<file path="src/rtl/lsq_pkg.sv">
package lsq_pkg;

    localparam int ADDR_W = 12;
    localparam int DATA_W = 32;
    localparam int GEN_W  = 4;

    // register offsets used by the sequence
    localparam logic [ADDR_W-1:0] OFS_LCAP = 12'h07C;
    localparam logic [ADDR_W-1:0] OFS_SCTL = 12'h80C;
    localparam logic [ADDR_W-1:0] OFS_LSTS = 12'h080;

    // field positions
    localparam int SPD_LSB = 0;
    localparam int SC_BIT  = 17;
    localparam int NEG_LSB = 16;

    localparam logic [GEN_W-1:0] SPD_G1 = 4'd1;
    localparam logic [GEN_W-1:0] SPD_G2 = 4'd2;

    typedef enum logic [4:0] {
        ST_IDLE,
        ST_G1_RD, ST_G1_CAP, ST_G1_WR,
        ST_LK1_CHK, ST_LK1_GAP,
        ST_G2_RD, ST_G2_CAP, ST_G2_WR,
        ST_SC_RD, ST_SC_CAP, ST_SC_WR,
        ST_SP_RD, ST_SP_CHK, ST_SP_GAP,
        ST_LK2_CHK, ST_LK2_GAP,
        ST_GEN_RD, ST_GEN_CAP
    } seq_state_t;

    typedef enum logic [1:0] {
        MG_KEEP,
        MG_SPD_G1,
        MG_SPD_G2,
        MG_SET_SC
    } merge_t;

    typedef struct packed {
        logic              req;
        logic              we;
        logic [ADDR_W-1:0] addr;
        merge_t            mg;
    } bus_op_t;

    // Apply one field update to a previously read word
    function automatic logic [DATA_W-1:0] merge_word(
        input logic [DATA_W-1:0] old_w,
        input merge_t            mg
    );
        logic [DATA_W-1:0] w;
        w = old_w;
        case (mg)
            MG_SPD_G1: w[SPD_LSB +: GEN_W] = SPD_G1;
            MG_SPD_G2: w[SPD_LSB +: GEN_W] = SPD_G2;
            MG_SET_SC: w[SC_BIT] = 1'b1;
            default:   w = old_w;
        endcase
        return w;
    endfunction

    // States in which the attempt counter must keep its value
    function automatic logic is_poll_state(input seq_state_t s);
        return (s == ST_LK1_CHK) || (s == ST_LK1_GAP) ||
               (s == ST_SP_RD)   || (s == ST_SP_CHK)  || (s == ST_SP_GAP) ||
               (s == ST_LK2_CHK) || (s == ST_LK2_GAP);
    endfunction

    function automatic logic is_cap_state(input seq_state_t s);
        return (s == ST_G1_CAP) || (s == ST_G2_CAP) || (s == ST_SC_CAP);
    endfunction

endpackage

</file>
<file path="src/rtl/lsq_opdec.sv">
module lsq_opdec
    import lsq_pkg::*;
(
    input  seq_state_t st,
    output bus_op_t    op
);

    always_comb begin
        op = '{req: 1'b0, we: 1'b0, addr: '0, mg: MG_KEEP};
        case (st)
            ST_G1_RD:  op = '{req: 1'b1, we: 1'b0, addr: OFS_LCAP, mg: MG_KEEP};
            ST_G1_WR:  op = '{req: 1'b1, we: 1'b1, addr: OFS_LCAP, mg: MG_SPD_G1};
            ST_G2_RD:  op = '{req: 1'b1, we: 1'b0, addr: OFS_LCAP, mg: MG_KEEP};
            ST_G2_WR:  op = '{req: 1'b1, we: 1'b1, addr: OFS_LCAP, mg: MG_SPD_G2};
            ST_SC_RD:  op = '{req: 1'b1, we: 1'b0, addr: OFS_SCTL, mg: MG_KEEP};
            ST_SC_WR:  op = '{req: 1'b1, we: 1'b1, addr: OFS_SCTL, mg: MG_SET_SC};
            ST_SP_RD:  op = '{req: 1'b1, we: 1'b0, addr: OFS_SCTL, mg: MG_KEEP};
            ST_GEN_RD: op = '{req: 1'b1, we: 1'b0, addr: OFS_LSTS, mg: MG_KEEP};
            default:   op = '{req: 1'b0, we: 1'b0, addr: '0, mg: MG_KEEP};
        endcase
    end

endmodule

</file>
<file path="src/rtl/lsq_rmw.sv">
module lsq_rmw
    import lsq_pkg::*;
(
    input  logic              clk,
    input  logic              rst,
    input  logic              cap_en,
    input  logic [DATA_W-1:0] rdata,
    input  merge_t            mg,
    output logic [DATA_W-1:0] wdata
);

    logic [DATA_W-1:0] held_q;

    always_ff @(posedge clk) begin
        if (rst) begin
            held_q <= '0;
        end else if (cap_en) begin
            held_q <= rdata;
        end
    end

    assign wdata = merge_word(held_q, mg);

endmodule

</file>
<file path="src/rtl/lsq_pacer.sv">
module lsq_pacer #(
    parameter int POLL_LIMIT = 200,
    parameter int POLL_GAP   = 25000
) (
    input  logic clk,
    input  logic rst,
    input  logic clr,
    input  logic miss,
    output logic last,
    output logic waiting
);

    localparam int CNT_W = (POLL_LIMIT > 2) ? $clog2(POLL_LIMIT) : 1;
    localparam int TMR_W = $clog2(POLL_GAP + 1);

    logic [CNT_W-1:0] cnt_q;
    logic [TMR_W-1:0] tmr_q;

    always_ff @(posedge clk) begin
        if (rst || clr) begin
            cnt_q <= '0;
            tmr_q <= '0;
        end else if (miss) begin
            cnt_q <= cnt_q + 1'b1;
            tmr_q <= TMR_W'(POLL_GAP - 1);
        end else if (tmr_q != '0) begin
            tmr_q <= tmr_q - 1'b1;
        end
    end

    assign last    = (cnt_q == CNT_W'(POLL_LIMIT - 1));
    assign waiting = (tmr_q != '0);

    AST_NO_MISS_AT_LAST: assert property (@(posedge clk) disable iff (rst)
        miss |-> !last);

    AST_COUNT_BOUND: assert property (@(posedge clk) disable iff (rst)
        last |=> (last || (cnt_q == '0)));

endmodule

</file>
<file path="src/rtl/link_speed_seq.sv">
module link_speed_seq
    import lsq_pkg::*;
#(
    parameter int POLL_LIMIT = 200,
    parameter int POLL_GAP   = 25000
) (
    input  logic              clk,
    input  logic              rst,
    input  logic              start,
    output logic              reg_req,
    output logic              reg_we,
    output logic [ADDR_W-1:0] reg_addr,
    output logic [DATA_W-1:0] reg_wdata,
    input  logic [DATA_W-1:0] reg_rdata,
    output logic              ltssm_en,
    input  logic              link_up,
    input  logic              link_training,
    output logic              done,
    output logic              fail,
    output logic [GEN_W-1:0]  cur_gen
);

    seq_state_t st_q, st_nx;
    bus_op_t    op;
    logic       pc_clr, pc_miss, pc_last, pc_wait;
    logic       fin_ok, fin_bad;
    logic       link_ok, sc_pending;

    assign link_ok    = link_up && !link_training;
    assign sc_pending = reg_rdata[SC_BIT];

    lsq_opdec u_opdec (
        .st (st_q),
        .op (op)
    );

    lsq_rmw u_rmw (
        .clk    (clk),
        .rst    (rst),
        .cap_en (is_cap_state(st_q)),
        .rdata  (reg_rdata),
        .mg     (op.mg),
        .wdata  (reg_wdata)
    );

    lsq_pacer #(
        .POLL_LIMIT (POLL_LIMIT),
        .POLL_GAP   (POLL_GAP)
    ) u_pacer (
        .clk     (clk),
        .rst     (rst),
        .clr     (pc_clr),
        .miss    (pc_miss),
        .last    (pc_last),
        .waiting (pc_wait)
    );

    assign reg_req  = op.req;
    assign reg_we   = op.we;
    assign reg_addr = op.addr;

    always_comb begin
        st_nx   = st_q;
        pc_miss = 1'b0;
        fin_ok  = 1'b0;
        fin_bad = 1'b0;
        pc_clr  = !is_poll_state(st_q);
        case (st_q)
            ST_IDLE:    if (start) st_nx = ST_G1_RD;
            ST_G1_RD:   st_nx = ST_G1_CAP;
            ST_G1_CAP:  st_nx = ST_G1_WR;
            ST_G1_WR:   st_nx = ST_LK1_CHK;
            ST_LK1_CHK: begin
                if (link_ok) begin
                    st_nx = ST_G2_RD;
                end else if (pc_last) begin
                    fin_bad = 1'b1;
                    st_nx   = ST_IDLE;
                end else begin
                    pc_miss = 1'b1;
                    st_nx   = ST_LK1_GAP;
                end
            end
            ST_LK1_GAP: if (!pc_wait) st_nx = ST_LK1_CHK;
            ST_G2_RD:   st_nx = ST_G2_CAP;
            ST_G2_CAP:  st_nx = ST_G2_WR;
            ST_G2_WR:   st_nx = ST_SC_RD;
            ST_SC_RD:   st_nx = ST_SC_CAP;
            ST_SC_CAP:  st_nx = ST_SC_WR;
            ST_SC_WR:   st_nx = ST_SP_RD;
            ST_SP_RD:   st_nx = ST_SP_CHK;
            ST_SP_CHK: begin
                if (!sc_pending) begin
                    pc_clr = 1'b1;
                    st_nx  = ST_LK2_CHK;
                end else if (pc_last) begin
                    fin_bad = 1'b1;
                    st_nx   = ST_IDLE;
                end else begin
                    pc_miss = 1'b1;
                    st_nx   = ST_SP_GAP;
                end
            end
            ST_SP_GAP:  if (!pc_wait) st_nx = ST_SP_RD;
            ST_LK2_CHK: begin
                if (link_ok) begin
                    st_nx = ST_GEN_RD;
                end else if (pc_last) begin
                    fin_bad = 1'b1;
                    st_nx   = ST_IDLE;
                end else begin
                    pc_miss = 1'b1;
                    st_nx   = ST_LK2_GAP;
                end
            end
            ST_LK2_GAP: if (!pc_wait) st_nx = ST_LK2_CHK;
            ST_GEN_RD:  st_nx = ST_GEN_CAP;
            ST_GEN_CAP: begin
                fin_ok = 1'b1;
                st_nx  = ST_IDLE;
            end
            default:    st_nx = ST_IDLE;
        endcase
    end

    always_ff @(posedge clk) begin
        if (rst) begin
            st_q     <= ST_IDLE;
            ltssm_en <= 1'b0;
            done     <= 1'b0;
            fail     <= 1'b0;
            cur_gen  <= '0;
        end else begin
            st_q <= st_nx;
            done <= fin_ok || fin_bad;
            if (st_q == ST_IDLE && start) begin
                ltssm_en <= 1'b0;
                fail     <= 1'b0;
                cur_gen  <= '0;
            end
            if (st_q == ST_G1_WR) begin
                ltssm_en <= 1'b1;
            end
            if (fin_bad) begin
                fail <= 1'b1;
            end
            if (fin_ok) begin
                cur_gen <= reg_rdata[NEG_LSB +: GEN_W];
            end
        end
    end

    AST_EN_AFTER_G1: assert property (@(posedge clk) disable iff (rst)
        $rose(ltssm_en) |-> $past(reg_req && reg_we && reg_addr == OFS_LCAP &&
                                  reg_wdata[SPD_LSB +: GEN_W] == SPD_G1));

    AST_EN_HOLD: assert property (@(posedge clk) disable iff (rst)
        (ltssm_en && !start) |=> ltssm_en);

    AST_G2_WHEN_TRAINED: assert property (@(posedge clk) disable iff (rst)
        (reg_req && reg_we && reg_addr == OFS_LCAP && ltssm_en)
            |-> (reg_wdata[SPD_LSB +: GEN_W] == SPD_G2));

    AST_SC_REQUESTED: assert property (@(posedge clk) disable iff (rst)
        (reg_req && reg_we && reg_addr == OFS_SCTL) |-> reg_wdata[SC_BIT]);

    AST_DONE_PULSE: assert property (@(posedge clk) disable iff (rst)
        done |=> !done);

    AST_FAIL_HOLD: assert property (@(posedge clk) disable iff (rst)
        (fail && !start) |=> fail);

    AST_GEN_HOLD: assert property (@(posedge clk) disable iff (rst)
        !$stable(cur_gen) |-> (done || $past(start)));

    AST_QUIET_AT_DONE: assert property (@(posedge clk) disable iff (rst)
        done |-> !reg_req);

    AST_WE_WITH_REQ: assert property (@(posedge clk) disable iff (rst)
        reg_we |-> reg_req);

endmodule

</file>
<file path="config.mk">
export PLATFORM = sky130hd
export DESIGN_NAME = link_speed_seq
export DESIGN_NICKNAME = d
export VERILOG_FILES = /design/src/rtl/lsq_pkg.sv /design/src/rtl/lsq_opdec.sv /design/src/rtl/lsq_rmw.sv /design/src/rtl/lsq_pacer.sv /design/src/rtl/link_speed_seq.sv
export SDC_FILE = /design/constraint.sdc
export NUM_CORES = 1
export LEC_CHECK = 0
export ABC_AREA = 1
export BUFFER_PORTS_ARGS = -buffer_cell sky130_fd_sc_hd__buf_2
export CAP_MARGIN = 30
export CORE_ASPECT_RATIO = 1.5
export CORE_MARGIN = 1.5
export CORE_UTILIZATION = 54
export CTS_CLUSTER_DIAMETER = 200
export DETAILED_ROUTE_END_ITERATION = 16
export PLACE_DENSITY_LB_ADDON = 0.12
export SLEW_MARGIN = 20
export SYNTH_ARGS = -nofsm -noshare
export SYNTH_HDL_FRONTEND = slang
export SYNTH_SLANG_ARGS = --single-unit
</file>
<file path="constraint.sdc">
create_clock -name clk -period 2.8 [get_ports clk]
set_input_delay 0.56 -clock clk [delete_from_list [all_inputs] [get_ports clk]]
set_output_delay 0.56 -clock clk [all_outputs]
set_load 0.01 [all_outputs]
</file>
Word-level counts from Yosys, hierarchy flattened:

Memories as Yosys holds them, arrays and structs flattened. A register that Yosys moved wholly into a read port is not among the register bits.
Index checks and enable logic that the tools add are counted.

* ROM bits: 352
* output and inout bits: 53
* memories: 1
* bits in registers: 67
* logic and storage cells: 94

* reduce and logical (&&, ||, !) cells: 23
* multiplexer cells: 33
* eq/ne operators: 26
* $add $sub $neg: 2

Memory list
* (no name shown): depth 32, bits a word 11, rd ports 1, clocked after memory_dff 1, write ports 0, line lsq_opdec.sv:10 `case (st)`

Operator list (number)
* case mux 5 bit (18 select lines): 1
* == test 5 x 4 -> 1 bit (second input constant): 8
* two-way mux 5 bit: 8
* two-way mux 15 bit: 2
* == test 5 x 3 -> 1 bit (second input constant): 4
* two-way mux 4 bit: 4
* == test 5 bit (second input constant): 3
* nonzero test 15 bit: 1
* subtractor 15 x 1 -> 15 bit (second input constant): 1
* two-way mux 1 bit: 13
* == test 5 x 2 -> 1 bit (second input constant): 2
* logical OR 1 bit: 10
* adder 8 x 1 -> 8 bit (second input constant): 1
* == test 8 bit (second input constant): 1
* != test 2 bit (second input constant): 4
* case mux 4 bit (2 select lines): 1
* nonzero test 2 bit: 4
* two-way mux 3 bit: 2
* == test 5 x 1 -> 1 bit (second input constant): 1
* zero test 5 bit: 1
* == test 2 bit (second input constant): 2
* case mux 1 bit (2 select lines): 2
* AND reduction 4 bit: 1
* OR reduction 2 bit: 2
* 3 further kinds: 5

Logic depth before layout (Yosys ltp):

Gate-level depths: netlist (run 1).

* word-level depth: 12
* depth in mapped cells: 19
* gate-level depth less buffers: 19

Hierarchy:

Synthesis (run 1) repeated with hierarchy kept, for this count alone.

* cell total of the unflattened synthesis: 609
* area total of the unflattened synthesis: 3992.6 um^2

By module, submodules not included
* lsq_rmw: area an instance 1632.8 um^2, times used 1, cells each 246
* lsq_pacer: area an instance 1204.9 um^2, times used 1, cells each 177
* link_speed_seq: area an instance 908.4 um^2, times used 1, cells each 144
* lsq_opdec: area an instance 246.5 um^2, times used 1, cells each 42

Least setup slack after synthesis (run 1):

Ideal clock, no wire load.

* path kind: register to register
* start: reg u_pacer.tmr_q[0]
* end: reg, netlist name u_opdec.op[15]
* setup time: 0.114 ns
* arrival time: 1.859 ns
* required time: 2.686 ns
* clock period less this slack: 1.972 ns
* cell stages (with the launch flop): 19
* path slack: 0.828 ns
* path through: dfxtp_1 > inv_1 > ha_1 > inv_1 > nor2_1 > nand2_1 > nor2_1 > nand2_2 > a21oi_4 > nand2_1 > nand3_1 > inv_1 > ha_1 > nand3_1 > nand2_1 > nand2_1 > nand2_1 > nand2_1 > nand2_1

* longest elaborated chain between the ends: 5

Ends and longest elaborated chain
* start, declared: line lsq_pacer.sv:17 `logic [TMR_W-1:0] tmr_q;`
* start signal, assigned: line lsq_pacer.sv:25 `tmr_q <= TMR_W'(POLL_GAP - 1);`
* start signal, assigned: line lsq_pacer.sv:27 `tmr_q <= tmr_q - 1'b1;`
* nonzero test 15 bit (*): line lsq_pacer.sv:32 `assign waiting = (tmr_q != '0);`
* != test 2 bit (no source line)
* AND reduction 4 bit (no source line) (*)
* two-way mux 5 bit (no source line) (*) (2 in a row)

Every way passes the cells marked *; elsewhere a longest branch is shown, timed or not.
A chain may end at the register's enable or synchronous reset.

Worst setup path in the final report (run 1):

* start: reg u_pacer.tmr_q[0]
* end: reg, netlist name u_opdec.op[15]

* longest elaborated chain between the ends: 5

Ends and longest elaborated chain (line)
* nonzero test 15 bit (*): lsq_pacer.sv:32
* != test 2 bit (no source line)
* AND reduction 4 bit (no source line) (*)
* two-way mux 5 bit (no source line) (*) (2 in a row)

Marks and branches as above.

==> results of run 1 <==
## cell usage after synthesis, drive strengths merged
master and count:
inv 51, xnor2 1, nand2 99, a211oi 1, ha 10, nand3b 3
dfxtp 75, mux2 2, buf 48, nand4 4, xor2 4, o21ai 46
nor2 124, nor3 13, or2 1, conb 1, a21oi 30, nand3 28
o21a 2, clkbuf 6, o211ai 1
## metal layers
layer	share of wire, %	vias to the layer above	routed length [µm]
met4	3.6	0	317
li1	-	1790	-
met3	3.8	30	335
met1	43	1588	3800
met5	0	-	0
met2	50	93	4400
## cells by family (layout without fill, tap and decap cells)
group	after synthesis	in the layout	share of synthesized area (%)
XOR/XNOR	5	5	1.13
AND/OR/NAND/NOR	272	272	30.7
multiplexers	2	2	0.579
AO/OA/AOI/OAI	80	80	11.3
adder cells (fa/ha/maj)	10	10	3.22
flip-flops	75	75	38.6
other	1	5	0.0965
buffers and inverters	105	154	14.3
## tightest hold or removal path, delay by kind of cell
family                 cells  cell delay (ns)
buffers and inverters      1             0.07
and+or+nand+nor            2             0.11
## worst max-delay path by stage
stage	start	end	slack [ns]
2_1_floorplan	u_pacer.tmr_q[0]	u_opdec.op[15]	0.83
3_3_place_gp	u_pacer.tmr_q[0]	u_opdec.op[15]	0.67
3_5_place_dp	u_pacer.tmr_q[0]	u_opdec.op[15]	0.60
4_1_cts	u_opdec.op[0]	reg_wdata[0]	0.57
5_1_grt	u_pacer.tmr_q[0]	u_opdec.op[15]	0.30
6_report	u_pacer.tmr_q[0]	u_opdec.op[15]	0.59
## cell type report
| type | instances | area share [%] |
|---|---|---|
| clock buffers | 11 | 3.06 |
| repair buffers | 87 | 10.5 |
| flip-flops and latches | 75 | 34.9 |
| well taps | 78 | 2.27 |
| inverters | 51 | 4.45 |
| multi-input cells | 374 | 43.0 |
| clock inverters | 5 | 1.80 |
## report_power, final
group,leakage [nW],switching (mW),total [mW],internal (mW)
logic,1.49,0.803,1.26,0.455
clock network,0.103,0.380,0.879,0.499
registers,0.610,0.126,1.41,1.29
total,2.21,1.31,3.55,2.24
## flip-flops by register name, summed over array words and instances (netlist names)
register,count
u_rmw.held_q,32
u_pacer.tmr_q,15
u_opdec.op,8
u_pacer.cnt_q,8
st_q,5
cur_gen,4
done,1
fail,1
ltssm_en,1
==> impl_results.md, run 1 <==
* Antenna Cells at 0
* Worst path top cell family by delay: simple AND/OR/NAND/NOR gates
* Worst reg2reg path startpoint: u_pacer.tmr_q[0]
* Initial drt markers at 141
* R2R Setup Slk at roughly 0.59 ns
* Commonest non-fill, non-tap cells in the layout: 113 x nor2_1, 91 x nand2_1, 84 x buf_2
* Grt met3 use at 5.36%
* Die X at ~72 µm
* GRT Util Overall at 24.5%
* PnR worst setup slack at 0.586 ns
* Maximum vdd ir drop at 434 µV
* Commonest non-fill, non-tap cell in the layout: nor2_1
* Cell mode on critical path: nand2_1
* Post CTS Setup Buffer Count at 0
* M2 GR Usage at approximately two fifths
* Core region area at 6900 µm²
* Startpoint types: register
* Worst hold-check path type: primary input to register
* Final-stage net count at 645
* Leading area contributor after synthesis: dfxtp_1
* Vias in the first global route at about 3400
* Post-route DRC violation count at 0
* Max Clk Rate at 452 MHz
* CP cell instances: inv_1, ha_1, inv_1, nor2_1, nand2_1, nor2_1, nand2_2, a21oi_4, nand2_1, nand3_1, inv_1, ha_1, nand3_1, nand2_1, nand2_1, nand2_1, nand2_1, nand2_1
* Via/cell ratio at 5.14
* Fillcell total at 672
* Gr busiest metal: met2
* First-pass GRT wire length at 14900 µm
* CTS Hold Bufs at 0
* I/O pin cnt at 90
* Hold Slack at roughly 0.43 ns
* Clk pin slew, worst setup/hold paths at 0.07 ns
* Gr ovfl total at 0
* CP max stage cell: dfxtp_1
* Die Height at 107 µm
* Initial antenna violation count at 0
* Total clock buffers created by CTS at 9
* Avg Cell Area, Syn at 7.07 µm²
* Setup crit end kind: register
* Sequential area share after synthesis at 38.6%
* Dpl cells at 664
* Final Total Pwr at 3.55 mW
* HPWL Detailed at 6700 µm
* Crit-path max cell delay at 0.35 ns
* Final worst-path cycle share at 79.1%
* Worst hold path endpoint: u_rmw.held_q[24]
* Netlist cell types at 33
* Largest net degree at the start of global routing at 33
* Number of detailed-route iterations in the first pass at 4
* Hold path cells at 3
* Non-filler cells, final at 681
* Post-synth top area share at 38.6%
* Flops & latches, synth at 75
* Status: complete, no violations
* Final core utilization at 62.3%
* Area after DPL at 4080 µm²
* GPL Wtd Cong at 0.895
* CP Class: register to register
* Area taken by multi-input logic gates at 1850 µm²
* Final Hold Vio Count at 0
* Tmin final at between 2 and 2.5 ns
* Drt total wl at 8850 µm
* CTS tree: yes
* Critical R2R Capture: u_opdec.op[15]
* Clock latency at the later pin of the worst-skew pair at ~0.35 ns
* Post-place setup slack at 0.603 ns
* Post-Synthesis Cells at 550
* Routed length per instance at ~13 µm
* H-tree depth at 3
* Fraction of layout cells with a size suffix above 1 at between 20% and 30%
* Met1 capacity usage during global routing at 27.9%
* Final instance area at 4300 µm²
* Antenna viol nets, final at 0
* Initial Util at ~56%
* Levels on crit path at 18
* Req. time, crit path at 3.04 ns
* Yosys Warn Count at 0
* # port buffers at 84
* Power Density at 826 nW/µm²
* Min-delay src: reg_rdata[24]
* # rows at 37
* Static Leak at 2.21 nW
* Post-Syn Area at roughly 3900 µm²
* RSZ-0062 raised after global routing: no
* Arrival @ worst endpoint at 2.46 ns
* FF-to-FF path depth at 18
* Max-slew violation count at 0
* Max Cap Viol at 0
* Setup TNS at 0 ns
* Clock buffer depth at 2
* CTS sink count at between 70 and 80
* Via count at 3501
* Skew final at 0.00713 ns
* CP bufs+invs at 3
* Top post-synthesis cells by area: dfxtp_1 39%, nor2_1 11%, nand2_1 8.8%
* Die area at 7730 µm²
* Register area at 1500 µm²
* Worst-path fanout max at 5
* CTS resizes at 0
* Root Buffer: clkbuf_8
* Final setup vio count at 0
* Area Growth Syn to Fin at 10.6%
No activity file was read; power rests on OpenSTA's default activity.
==> run 2, diff against run 1 <==
--- a/config.mk
+++ b/config.mk
@@ -10,7 +10,7 @@
 export CAP_MARGIN = 30
 export CORE_ASPECT_RATIO = 1.5
 export CORE_MARGIN = 1.5
-export CORE_UTILIZATION = 54
+export CORE_UTILIZATION = 49
 export CTS_CLUSTER_DIAMETER = 200
 export DETAILED_ROUTE_END_ITERATION = 16
 export PLACE_DENSITY_LB_ADDON = 0.12
==> constraint.sdc (replaced) <==
create_clock -name clk -period 1.95 [get_ports clk]
set_input_delay 0.39 -clock clk [delete_from_list [all_inputs] [get_ports clk]]
set_output_delay 0.39 -clock clk [all_outputs]
set_load 0.01 [all_outputs]
==> impl_results.md, run 2 (synthesis gave the netlist of run 1 again) <==
* Via count at 3720 (+6.3%)
* NetSw at 2.16 mW (+65%)
* Clock buffer depth at 2 (unchanged)
* Initial antenna violation count at 0 (unchanged)
* Top flop regs: u_rmw.held_q (32), u_pacer.tmr_q (15)
* Switching share of power at 34.9% (-2.0 points)
* Final Hold Vio Count at 0 (unchanged)
* Post-route DRC violation count at 0 (unchanged)
* # rows at 39 (+5.4%)
* Req. time, crit path at 2.23 ns (-0.81 ns)
* Die area at 8490 µm² (+9.8%)
* Largest register FFs at 32 (unchanged)
* # port buffers at 84 (unchanged)
* Failing checks: negative setup slack
* Part of the power in registers at 33.2% (-6.6 points)
* Fillcell total at 677 (+0.74%)
* Worst-path fanout max at 3 (-2)
* Startpoint types: register
* GRT Util Overall at 25.2% (+0.70 points)
* Antenna viol nets, final at 0 (unchanged)
* Tmin final at 2.00 ns (-0.212 ns)
* Max Clk Rate at 500 MHz (+11%)
* Clk pwr share at 29.2% (+4.4 points)
* Grt met3 use at 4.58% (-0.78 points)
* Status: complete, but fails checks
* Final core utilization at 67.5% (+5.2 points)
* Drt total wl at 10200 µm (+15%)
* RSZ-0062 raised after global routing: yes
* Die Height at 112 µm (+4.8%)
* Total clock buffers created by CTS at 9 (unchanged)
* Worst hold-check path type: primary input to register
* Hold path cells at 3 (unchanged)
* Die X at 75.7 µm (+4.8%)
* CTS Hold Bufs at 0 (unchanged)
* Routed length per instance at 13.2 µm (+1.8%)
* Area Growth Syn to Fin at 33.1%
* Pint at 4.03 mW (+80%)
* Largest net degree at the start of global routing at 35 (+6.1%)
* Vias in the first global route at 3652 (+6.1%)
* Power Density at 1200 nW/µm² (+45%)
* Via/cell ratio at 4.84 (-5.8%)
* Static Leak at 2.59 nW (+17%)
* CTS sink count at 75 (unchanged)
* M2 GR Usage at 42.6% (+0.96 points)
* Final worst-path cycle share at 103% (+24 points)
* Initial Util at 50.7% (-5.6 points)
* GPL Wtd Cong at 0.925 (+3.4%)
* First-pass GRT wire length at 16500 µm (+11%)
* PnR worst setup slack at -0.0515 ns (-0.638 ns)
* Root Buffer: clkbuf_16
* Clk pin slew, worst setup/hold paths at 0.06 ns (about the same)
* Final Total Pwr at 6.20 mW (+75%)
* CTS tree: yes
* Gr ovfl total at 0 (unchanged)
* Number of detailed-route iterations in the first pass at 4 (unchanged)
* Maximum vdd ir drop at 867 µV (+100%)
* Core region area at 7660 µm² (+11%)
* H-tree depth at 3 (unchanged)
* Final-stage net count at 708 (+9.8%)
* Skew final at 0.00513 ns (-0.00200 ns)
* Combinational group share of total power at 37.6% (+2.2 points)
* Met1 capacity usage during global routing at 30.1% (+2.2 points)
* Final setup vio count at 4 (+4)
* HPWL Detailed at 7200 µm (+7.5%)
* Gr busiest metal: met2
* FF-to-FF path depth at 16 (-2)
* CP Class: register to register
* Initial drt markers at 159 (+13%)
* Fraction of layout cells with a size suffix above 1 at 37.8% (+15 points)
* Clock latency at the later pin of the worst-skew pair at 0.33 ns (-0.02 ns)
* Arrival @ worst endpoint at 2.28 ns (-0.18 ns)
* Setup crit end kind: register
* Max Cap Viol at 0 (unchanged)
* Max-slew violation count at 0 (unchanged)
* Antenna Cells at 0 (unchanged)
* Hold Slack at 0.282 ns (-0.145 ns)
* I/O pin cnt at 90 (unchanged)
* Commonest non-fill, non-tap cell in the layout: nor2_1
* Biggest register: u_rmw.held_q
* Commonest non-fill, non-tap cells in the layout: 107 x nor2_1, 84 x buf_2, 79 x nand2_1
==> run 2: metrics by stage <==
step	setup TNS, ns	worst slack [ns]	area [µm²]	instances
finish	-0.0924	-0.0515	5170	768
global route	-1.52	-0.193	5170	768
CTS	-0.365	-0.119	4900	752
detailed placement	-0.744	-0.155	4470	734
global placement	-0.324	-0.0786	4470	734
floorplan	0	0.0140	3910	554
==> run 2: cell type report <==
class,instances,area (µm²),area share (%)
clock inverter,4,72.6,1.40
multi-input combinational,374,2060,39.9
timing repair buffer,150,936,18.1
clock buffer,12,256,4.96
sequential,75,1520,29.5
inverter,51,191,3.70
tap,102,128,2.47
==> run 2: critical path, stage by stage (launching register included) <==
cell	delay, ns
dfxtp_2	0.33
inv_2	0.07
ha_4	0.14
inv_2	0.03
nor2_1	0.08
nand2_1	0.07
nor2_2	0.09
nand2_2	0.10
a21oi_4	0.17
nand2_2	0.10
buf_6	0.13
a21oi_4	0.19
ha_4	0.17
nand2_2	0.06
nor2_4	0.11
nand2_1	0.06
nand2_1	0.05
==> run 2: power groups by stage <==
stage                     Clock (mW)  Sequential, mW  Combinational [mW]
after floorplan                    0            2.02                1.55
after global placement             0            2.04                2.05
after detailed placement           0            2.05                2.07
after CTS                       1.85            2.04                2.19
after global routing            1.91            2.09                2.59
final                           1.81            2.06                2.33
==> run 2: final timing paths <==
path	startpoint	to	slack (ns)
setup / recovery	u_pacer.tmr_q[0]	u_opdec.op[14]	-0.05
hold / removal	reg_rdata[10]	u_rmw.held_q[10]	0.28
setup reg to reg	u_pacer.tmr_q[0]	u_opdec.op[14]	-0.05
hold reg to reg	cur_gen[0]	cur_gen[0]	0.46
==> run 2: routing by layer <==
metal  part of all wire (%)  wire length (µm)  vias up
li1                       -                 -     1918
met1                     41              4180     1695
met2                     53              5340       88
met3                    3.7               374       19
met4                    2.6               265        0
met5                      0                 0        -
==> run 2: repair_timing <==
| item | CTS | global route |
|---|---|---|
| pin swaps | 11 | 29 |
| buffers inserted | 2 | 16 |
| cloned | 0 | 0 |
| gates resized for setup | 25 | 44 |
| setup endpoints to repair | 22 | 28 |
==> run 3, diff against run 2 <==
--- a/config.mk
+++ b/config.mk
@@ -5,7 +5,6 @@
 export SDC_FILE = /design/constraint.sdc
 export NUM_CORES = 1
 export LEC_CHECK = 0
-export ABC_AREA = 1
 export BUFFER_PORTS_ARGS = -buffer_cell sky130_fd_sc_hd__buf_2
 export CAP_MARGIN = 30
 export CORE_ASPECT_RATIO = 1.5
@@ -17,4 +16,5 @@
 export SLEW_MARGIN = 20
 export SYNTH_ARGS = -nofsm -noshare
 export SYNTH_HDL_FRONTEND = slang
+export SYNTH_HIERARCHICAL = 1
 export SYNTH_SLANG_ARGS = --single-unit
==> impl_results.md, run 3 <==
* Most used DFF post-synth: dfxtp_1
* Maximum vdd ir drop at 685 µV (-21%)
* GRT Util Overall at 23.0% (-2.2 points)
* Post-Syn Area at 3820 µm² (-1.8%)
* Clock latency at the later pin of the worst-skew pair at 0.33 ns (about the same)
* Skew final at 0.00452 ns (-0.000611 ns)
* Die X at 75.1 µm (-0.88%)
* Max Cap Viol at 0 (unchanged)
* Final worst-path cycle share at 117% (+14 points)
* CP Class: register to output port
* RSZ-0062 raised after global routing: yes
* H-tree depth at 3 (unchanged)
* Min-delay src: reg_rdata[3]
* Biggest register: u_rmw/held_q
* Hold path cells at 3 (unchanged)
* Req. time, crit path at 1.56 ns (-0.67 ns)
* Worst-path fanout max at 3 (unchanged)
* Number of detailed-route iterations in the first pass at 8 (+4)
* Antenna viol nets, final at 0 (unchanged)
* Commonest non-fill, non-tap cells in the layout: 77 x buf_2, 60 x dfxtp_1, 56 x nor2_1
* First-pass GRT wire length at 14900 µm (-9.5%)
* Number of flops mapped to enable cells by yosys at 0 (unchanged)
* Yosys Warn Count at 6 (+6)
* Top flop regs: u_rmw/held_q (32), u_pacer/tmr_q (15), u_pacer/cnt_q (8)
* Post-synth top area share at 35.1% (-3.5 points)
* Core region area at 7560 µm² (-1.3%)
* Max-slew violation count at 0 (unchanged)
* Post-Synthesis Cells at 426 (-23%)
* Initial antenna violation count at 0 (unchanged)
* Netlist cell types at 76 (+130%)
* Worst reg2reg path startpoint: st_q[1]
* Die area at 8340 µm² (-1.8%)
* Clk pin slew, worst setup/hold paths at 0.05 ns (about the same)
* Mux share of post-synthesis cell area at 10.6% (+10 points)
* Final setup vio count at 15 (+11)
* Routed length per instance at 15.5 µm (+17%)
* Synth Area in Compound Gates at 12.2% (+0.83 points)
* Commonest non-fill, non-tap cell in the layout: buf_2
* Largest net degree at the start of global routing at 46 (+31%)
* Largest register FFs at 32 (unchanged)
* Drt total wl at 9740 µm (-4.2%)
* Antenna Cells at 0 (unchanged)
* Avg Cell Area, Syn at 8.96 µm² (+27%)
* Via count at 3422 (-8.0%)
* Most used standard cell by instance count after synthesis: dfxtp_1
* Non-filler cells, final at 627 (-18%)
* CTS sink count at 67 (-11%)
* Vias in the first global route at 3220 (-12%)
* Startpoint types: register
* Final Hold Vio Count at 0 (unchanged)
* Static Leak at 2.10 nW (-19%)
* Post-route DRC violation count at 0 (unchanged)
* Failing checks: negative setup slack
* Die Height at 111 µm (-0.90%)
* Clock buffer depth at 2 (unchanged)
* Initial Util at 50.5% (-0.29 points)
* Flops & latches, synth at 67 (-11%)
* Top post-synthesis cells by area: dfxtp_1 35%, mux2i_1 9.4%, buf_4 7.1%
* Area after DPL at 4330 µm² (-3.1%)
* Final Total Pwr at 3.97 mW (-36%)
* Tmin final at 2.27 ns (+0.272 ns)
* Critical R2R Capture: u_pacer/tmr_q[11]
* Root Buffer: clkbuf_16
* Dpl cells at 606 (-17%)
* Area Growth Syn to Fin at 28.8%
* CTS tree: yes
* Max Clk Rate at 440 MHz (-12%)
* # rows at 39 (unchanged)
* Setup crit end kind: output port
* Largest family of logic cells by synthesized area: simple AND/OR/NAND/NOR gates
* R2R Setup Slk at -0.07 ns (-0.02 ns)
* # port buffers at 84 (unchanged)
* Post-synth top cells: 67 x dfxtp_1, 57 x nor2_1, 36 x buf_4, 36 x mux2i_1, 29 x a21oi_1
* Sequential area share after synthesis at 35.1% (-3.5 points)
* Gr ovfl total at 0 (unchanged)
* GPL Wtd Cong at 0.860 (-7.1%)
* Final-stage net count at 568 (-20%)
* Total clock buffers created by CTS at 9 (unchanged)
* Initial drt markers at 157 (-1.3%)
* Power Density at 808 nW/µm² (-33%)
* Synth Area in Adders at 2.95% (-0.27 points)
* Worst hold-check path type: primary input to register
* I/O pin cnt at 90 (unchanged)
* Arrival @ worst endpoint at 1.88 ns (-0.40 ns)
* HPWL Detailed at 6550 µm (-9.0%)
* PnR worst setup slack at -0.324 ns (-0.272 ns)
* Status: complete, but fails checks
* Simple-gate share of the synthesized area at 24.3% (-6.4 points)
* Fraction of layout cells with a size suffix above 1 at 38.5% (+0.64 points)
* Worst hold path endpoint: u_rmw/held_q[3]
* Via/cell ratio at 5.46 (+13%)
* Final instance area at 4920 µm² (-5.0%)
* FF-to-FF path depth at 7 (-9)
* Ys async rst share at 0% (unchanged)
* Xor and xnor fraction of the mapped netlist area at 1.38% (+0.25 points)
* Leading area contributor after synthesis: dfxtp_1
[run 3: cell types whose count changed after synthesis, moves of 8 or more]
cell and change:
nand2_1 -66, nor2_1 -56, mux2i_1 +36, o21ai_0 -36, inv_1 -33, nand3_1 -15
dfxtp_1 -8, nand2_2 -8, nor2_2 -8
[run 3: worst max path at each step]
stage | start | end | slack (ns) | depth (start not counted)
6_report | st_q[1] | reg_wdata[1] | -0.32 | 7
5_1_grt | st_q[1] | reg_wdata[1] | -0.38 | 7
4_1_cts | st_q[1] | reg_wdata[0] | -0.29 | 6
3_5_place_dp | u_pacer/cnt_q[1] | u_pacer/tmr_q[11] | -0.13 | 7
3_3_place_gp | st_q[0] | reg_wdata[1] | -0.07 | 6
2_1_floorplan | st_q[2] | u_pacer/tmr_q[11] | -0.04 | 9
[run 3: layout make-up]
| cell class | instances | area [µm²] |
|---|---|---|
| flip-flops and latches | 67 | 1360 |
| multi-input cells | 293 | 2150 |
| clock buffers | 12 | 267 |
| fillers | 659 | 2650 |
| repair buffers | 138 | 923 |
| well taps | 102 | 128 |
| inverters | 13 | 51.3 |
| clock inverters | 2 | 35.0 |
[run 3: logic make-up (layout without fill, tap and decap cells)]
kind of cell,count (synthesis),in the layout
xor+xnor,6,6
compound gates,68,68
simple gates,165,165
mux,40,40
buf+inv,70,165
other cells,1,5
flops,67,67
fa+ha+maj,9,9
[run 3: per-layer routing]
metal	GRT usage, %	wire (µm)	vias to the layer above
met4	10.9	378	0
met5	0	0	-
met3	5.09	416	31
met2	40.1	5180	118
li1	-	-	1656
met1	25.3	3770	1617
[run 3: through the flow]
stage,hold WS [ns],TNS (ns),setup slack [ns],utilization (%)
after floorplan,0.452,-0.0449,-0.0449,-
after global placement,0.461,-0.155,-0.0748,57.3
after detailed placement,0.464,-0.394,-0.127,57.3
after CTS,0.289,-2.46,-0.291,63.4
after global routing,0.294,-4.29,-0.378,65.0
final,0.291,-2.49,-0.324,65.0
[run 3: power by group]
group	total, mW	internal (mW)	switching, mW	leakage, nW
combinational	0.862	0.423	0.439	1.41
sequential	1.47	1.43	0.0349	0.546
clock	1.64	1.08	0.563	0.151
[run 3: repair_timing]
item | in CTS | in global routing
pin swaps | 7 | 7
setup endpoints to repair | 18 | 60
setup buffers | 4 | 1
cloned | 0 | 2
gates resized for setup | 27 | 21
hold buffers | 0 | 0
[run 3: worst max-delay path, cell delays in order (launching register included)]
cell     delay (ns)
dfxtp_4        0.36
buf_4          0.13
ha_4           0.13
and2_4         0.14
inv_1          0.07
ha_4           0.29
mux2_4         0.30
buf_6          0.12
